`src/rtl/synth_loader_pkg.sv`:
```
// Package: shared widths and reset defaults of the serial divider loader.
// Assumes: users take widths from here unless they override the top parameters.
package synth_loader_pkg;
    localparam int REF_W_DEF    = 14;
    localparam int MAIN_W_DEF   = 10;
    localparam int SWAL_W_DEF   = 7;
    localparam int RST_REF_DEF  = 3;
    localparam int RST_MAIN_DEF = 16;
    localparam int RST_SWAL_DEF = 0;
    localparam int SYNC_DEPTH   = 2;
endpackage

```
`src/rtl/loader_sync.sv`:
```
// Module: multi-bit input synchronizer. Each bit goes through its own flop stages.
// Assumes: the bits are slow, independent control wires that are held for many clocks.
module loader_sync #(
    parameter int W     = 3,
    parameter int DEPTH = 2
) (
    input  logic         clk,
    input  logic         rst_n,
    input  logic [W-1:0] async_i,
    output logic [W-1:0] sync_o
);
    logic [W-1:0] stage_q [DEPTH];

    // Purpose: move the inputs through DEPTH flop stages.
    always_ff @(posedge clk) begin
        if (!rst_n) begin
            for (int i = 0; i < DEPTH; i++) stage_q[i] <= '0;
        end else begin
            stage_q[0] <= async_i;
            for (int i = 1; i < DEPTH; i++) stage_q[i] <= stage_q[i-1];
        end
    end

    assign sync_o = stage_q[DEPTH-1];
endmodule

```
`src/rtl/loader_chain.sv`:
```
// Module: serial shift chain. The newest bit enters at index 0 and the oldest stage is LEN-1.
// Assumes: shift_en is a one-cycle pulse per shift-clock edge.
module loader_chain #(
    parameter int LEN = 18
) (
    input  logic           clk,
    input  logic           rst_n,
    input  logic           shift_en,
    input  logic           din,
    output logic [LEN-1:0] chain_q
);
    // Purpose: move the chain by one place on each shift pulse.
    always_ff @(posedge clk) begin
        if (!rst_n)        chain_q <= '0;
        else if (shift_en) chain_q <= {chain_q[LEN-2:0], din};
    end

    // the chain never moves without a shift pulse
    a_r1_no_spurious_shift: assert property (@(posedge clk) disable iff (!rst_n)
        !shift_en |=> $stable(chain_q));
endmodule

```
`src/rtl/loader_latches.sv`:
```
// Module: divide-value latches that are transparent while en is high.
// The reference latch is also gated by the control flag.
// Assumes: en and ctrl come from the synchronized domain.
module loader_latches #(
    parameter int REF_W    = 14,
    parameter int MAIN_W   = 10,
    parameter int SWAL_W   = 7,
    parameter int RST_REF  = 3,
    parameter int RST_MAIN = 16,
    parameter int RST_SWAL = 0
) (
    input  logic              clk,
    input  logic              rst_n,
    input  logic              en,
    input  logic              ctrl,
    input  logic [REF_W-1:0]  ref_field,
    input  logic [MAIN_W-1:0] main_field,
    input  logic [SWAL_W-1:0] swal_field,
    output logic [REF_W-1:0]  ref_q,
    output logic [MAIN_W-1:0] main_q,
    output logic [SWAL_W-1:0] swal_q
);
    // Purpose: reference latch, which follows the field only when the flag is set.
    always_ff @(posedge clk) begin
        if (!rst_n)          ref_q <= REF_W'(RST_REF);
        else if (en && ctrl) ref_q <= ref_field;
    end

    // Purpose: main and swallow latch, which follows the fields whenever en is high.
    always_ff @(posedge clk) begin
        if (!rst_n) begin
            main_q <= MAIN_W'(RST_MAIN);
            swal_q <= SWAL_W'(RST_SWAL);
        end else if (en) begin
            main_q <= main_field;
            swal_q <= swal_field;
        end
    end

    // the flag set while enabled loads the reference field
    a_r3_ref_load: assert property (@(posedge clk) disable iff (!rst_n)
        (en && ctrl) |=> ref_q == $past(ref_field));
    // the flag clear keeps the reference value
    a_r4_ref_keep: assert property (@(posedge clk) disable iff (!rst_n)
        (en && !ctrl) |=> $stable(ref_q));
    // enable loads main and swallow, whatever the flag holds
    a_r5_div_load: assert property (@(posedge clk) disable iff (!rst_n)
        en |=> (main_q == $past(main_field)) && (swal_q == $past(swal_field)));
    // enable low freezes every output
    a_r7_freeze: assert property (@(posedge clk) disable iff (!rst_n)
        !en |=> $stable(ref_q) && $stable(main_q) && $stable(swal_q));
endmodule

```
`src/rtl/synth_serial_loader.sv`:
```
// Module: top of the serial divider loader. It synchronizes the three serial wires,
// detects shift-clock edges, shifts the chain and drives the divide latches.
// Assumes: the serial wires are much slower than clk. Data is stable around the shift edge.
module synth_serial_loader
    import synth_loader_pkg::*;
#(
    parameter int REF_W    = REF_W_DEF,
    parameter int MAIN_W   = MAIN_W_DEF,
    parameter int SWAL_W   = SWAL_W_DEF,
    parameter int RST_REF  = RST_REF_DEF,
    parameter int RST_MAIN = RST_MAIN_DEF,
    parameter int RST_SWAL = RST_SWAL_DEF
) (
    input  logic              clk,
    input  logic              rst_n,
    input  logic              ser_data_i,
    input  logic              shift_clk_i,
    input  logic              latch_en_i,
    output logic [REF_W-1:0]  ref_div_o,
    output logic [MAIN_W-1:0] main_div_o,
    output logic [SWAL_W-1:0] swal_div_o,
    output logic              ser_out_o
);
    localparam int DIV_W   = MAIN_W + SWAL_W;
    localparam int CHAIN_W = ((REF_W > DIV_W) ? REF_W : DIV_W) + 1;

    logic [2:0]         sync_w;
    logic               data_s, sclk_s, en_s;
    logic               sclk_d;
    logic               shift_pulse;
    logic [CHAIN_W-1:0] chain_w;

    loader_sync #(.W(3), .DEPTH(SYNC_DEPTH)) u_sync (
        .clk     (clk),
        .rst_n   (rst_n),
        .async_i ({latch_en_i, shift_clk_i, ser_data_i}),
        .sync_o  (sync_w)
    );
    assign {en_s, sclk_s, data_s} = sync_w;

    // Purpose: delay the synchronized shift clock by one cycle for edge detection.
    always_ff @(posedge clk) begin
        if (!rst_n) sclk_d <= 1'b0;
        else        sclk_d <= sclk_s;
    end
    assign shift_pulse = sclk_s & ~sclk_d;

    loader_chain #(.LEN(CHAIN_W)) u_chain (
        .clk      (clk),
        .rst_n    (rst_n),
        .shift_en (shift_pulse),
        .din      (data_s),
        .chain_q  (chain_w)
    );

    loader_latches #(
        .REF_W(REF_W), .MAIN_W(MAIN_W), .SWAL_W(SWAL_W),
        .RST_REF(RST_REF), .RST_MAIN(RST_MAIN), .RST_SWAL(RST_SWAL)
    ) u_latches (
        .clk        (clk),
        .rst_n      (rst_n),
        .en         (en_s),
        .ctrl       (chain_w[0]),
        .ref_field  (chain_w[REF_W:1]),
        .main_field (chain_w[DIV_W:SWAL_W+1]),
        .swal_field (chain_w[SWAL_W:1]),
        .ref_q      (ref_div_o),
        .main_q     (main_div_o),
        .swal_q     (swal_div_o)
    );

    assign ser_out_o = chain_w[CHAIN_W-1];

    // the serial output changes only after a detected shift edge
    a_r2_sdo_moves_on_shift: assert property (@(posedge clk) disable iff (!rst_n)
        !shift_pulse |=> $stable(ser_out_o));
    // an edge pulse lasts one cycle
    a_r1_single_pulse: assert property (@(posedge clk) disable iff (!rst_n)
        shift_pulse |=> !shift_pulse);
endmodule

```
`config.mk`:
```
export PLATFORM = sky130hd
export DESIGN_NAME = synth_serial_loader
export DESIGN_NICKNAME = d
export VERILOG_FILES = /design/src/rtl/synth_loader_pkg.sv /design/src/rtl/loader_sync.sv /design/src/rtl/loader_chain.sv /design/src/rtl/loader_latches.sv /design/src/rtl/synth_serial_loader.sv
export SDC_FILE = /design/constraint.sdc
export NUM_CORES = 1
export LEC_CHECK = 0
export BUFFER_PORTS_ARGS = -buffer_cell sky130_fd_sc_hd__clkbuf_2
export CELL_PAD_IN_SITES_DETAIL_PLACEMENT = 0
export CELL_PAD_IN_SITES_GLOBAL_PLACEMENT = 1
export CORE_UTILIZATION = 45
export DETAILED_ROUTE_END_ITERATION = 8
export GPL_ROUTABILITY_DRIVEN = 1
export PLACE_DENSITY_LB_ADDON = 0.05
export SLEW_MARGIN = 5
export SYNTH_ARGS = -nofsm -noshare
export SYNTH_HDL_FRONTEND = slang
export SYNTH_SLANG_ARGS = --single-unit
```
`constraint.sdc`:
```
create_clock -name clk -period 2.1 [get_ports clk]
set_input_delay 0.42 -clock clk [delete_from_list [all_inputs] [get_ports clk]]
set_output_delay 0.42 -clock clk [all_outputs]
set_load 0.02 [all_outputs]
```
==> results_dict.tcl <==
set metrics [dict create \
    grt.overflow.total 0 \
    seq_area_um2 1120 \
    firstDrtPassIters 4 \
    avgSynthCellArea_um2 11.3 \
    tightest_slew_ns 0.678 \
    drive_gt1_frac 0.234 \
    cts_tree "yes" \
    path_delay_family "flip-flops" \
    fin_crit_sh 0.666 \
    setup_slack_ns 0.702 \
    viasPerCell 4.84 \
    start_util 0.486 \
    ys_types 16 \
    fin_skew_ns 0.00328 \
    cp.required_ns 2.28 \
    clock_tree.root_cell "clkbuf_8" \
    ctsResizeCount 0 \
    drt_wl_total_mm 3.29 \
    max_freq_ghz 0.715 \
    hold_class "in2reg" \
    grt_pass1_wl_mm 5.48 \
    final_area_um2 2310 \
    hold_slack_ns 0.318 \
    setup_violations 0 \
    critPathMaxStageDelay_ns 0.66 \
    synth_nets 183 \
    core_area_um2 4140 \
    grt_start_max_net_pins 33 \
    multi_input_area_um2 787 \
    syn_area_um2 2020 \
    num_io_pins 37 \
    status "finished, final reports clean" \
    period_needed_ns 1.40 \
    critPathArrivalTime_ns 1.58 \
    worst_setup_path_start_kind "register" \
    insertion_delay_ns 0.30 \
    cts-htree-levels 2 \
    clock_tree.buffer_depth 2 \
    post-cts-setup-buffers 0 \
    yosysSeqAreaShare 0.556 \
    worstSetupEndpointType "register" \
    postSynthCellCount 178 \
    slowest_stage "dfxtp_1" \
    fillers 401 \
    peakVddDrop_mv 0.418 \
    crit_chain "nand2_2 -> mux2i_1" \
    die_area_um2 4750 \
    area_delta_synth_final_pct 14.5 \
    ys_warn_count 0 \
    die_y_um 68.9 \
    drc 0 \
    avgRoutedWirePerCell_um 12.4 \
    hold_viol 0 \
    critPathMaxFanout 12 \
    numCtsBuffers 5 \
    place.gp.congestion 0.683 \
    rsz0062_at_grt "false" \
    cts_sinks 56 \
    slew_headroom 0.547 \
    cts_hold_buf 0 \
    fin_nets 218 \
    initialDrtViolationCount 56 \
    grt_pass1_vias 1229 \
    vias 1278 \
    fin_setup_tns_ns 0 \
    place_ws_ns 0.546 \
    antenna_found_initial 0 \
    num_rows 23 \
    ant_nets 0 \
    crit_type "reg2reg" \
    die_w_um 68.9 \
    dpl_cell_area_um2 2180 \
    power_density_nw_per_um2 812 \
    diodes 0 \
    grt_use_total 0.161 \
    design_power_total_mw 1.87 \
    drv_cap 0 \
    portBuffers 36 \
    yosys_register_bits 56 \
    path_clk_slew_ns 0.09 \
    path_buf_inv 0 \
    dpl.hpwl_mm 2.28 \
    drv_slew 0 \
    p_leak_nw 0.988 \
]
final cells by class:
type                            instances  area share
Sequential cell                        56       0.486
Multi-Input combinational cell        109       0.341
Timing Repair Buffer                   39      0.0879
Clock buffer                            7      0.0418
Tap cell                               50      0.0271
Clock inverter                          1      0.0130
Inverter                                2     0.00325
metal layers:
metal,part of all wire,track usage,wire [µm],vias up
li1,-,-,-,654
met3,0.047,0.0493,153,4
met1,0.50,0.198,1650,587
met4,0.016,0.0765,54,0
met2,0.44,0.254,1430,33
met5,0,0,0,-
registers in the layout (all words and copies together), names as in the netlist:
signal	count
sclk_d	1
u_chain.chain_q	18
u_latches.main_q	10
u_latches.swal_q	7
u_latches.ref_q	14
u_sync.stage_q	6
cell families (layout without fill, tap and decap cells):
kind of cell / Yosys count / after routing / share of synthesized area
flip-flops: 56 / 56 / 0.556
AO/OA/AOI/OAI: 2 / 2 / 0.00745
AND/OR/NAND/NOR: 60 / 60 / 0.150
multiplexers: 47 / 47 / 0.233
buffers and inverters: 13 / 49 / 0.0534
Yosys cell counts:
cell type / count / area share
and2_1: 7 / 0.022
and2_2: 1 / 0.0037
buf_12: 2 / 0.020
buf_2: 3 / 0.0074
buf_4: 4 / 0.015
buf_6: 1 / 0.0056
clkbuf_1: 1 / 0.0019
dfxtp_1: 56 / 0.56
inv_1: 2 / 0.0037
mux2i_1: 47 / 0.23
nand2_1: 32 / 0.060
nand2_2: 1 / 0.0031
nand3_1: 2 / 0.0050
nor2b_1: 16 / 0.050
nor2b_4: 1 / 0.0068
o211ai_1: 2 / 0.0074
placed cells by master, fill, tap and decap left out:
cell type  synthesis  final
o211ai_1           2      2
bufinv_16          0      1
inv_1              2      2
nor2b_1           16     16
nand2_1           32     32
mux2i_1           47     47
and2_1             7      7
buf_4              4      3
nand2_2            1      1
nand3_1            2      2
clkbuf_8           0      7
nor2b_4            1      1
clkbuf_2           0     36
and2_2             1      1
dfxtp_1           56     56
worst paths after layout:
| path | startpoint | end | slack, ns | depth (start not counted) |
|---|---|---|---|---|
| worst max-delay path | u_sync.stage_q[0][5] | u_latches.ref_q[10] | 0.70 | 2 |
| worst min-delay path | ser_data_i | u_sync.stage_q[0][0] | 0.32 | 2 |
| worst min register to register | u_sync.stage_q[0][0] | u_sync.stage_q[0][3] | 0.44 | 1 |
| worst max register to register | u_sync.stage_q[0][5] | u_latches.ref_q[10] | 0.70 | 2 |
metrics by stage:
stage | std cells | utilization
5_1_grt | 264 | 0.557
3_3_place_gp | 256 | 0.526
3_5_place_dp | 256 | 0.526
4_1_cts | 264 | 0.557
2_1_floorplan | 178 | -
6_report | 264 | 0.557
power breakdown:
part | internal, mW | switching (mW)
clock network | 0.421 | 0.325
registers | 1.07 | 0.00550
logic | 0.0249 | 0.0294
Power figures use the tool's default switching activity.
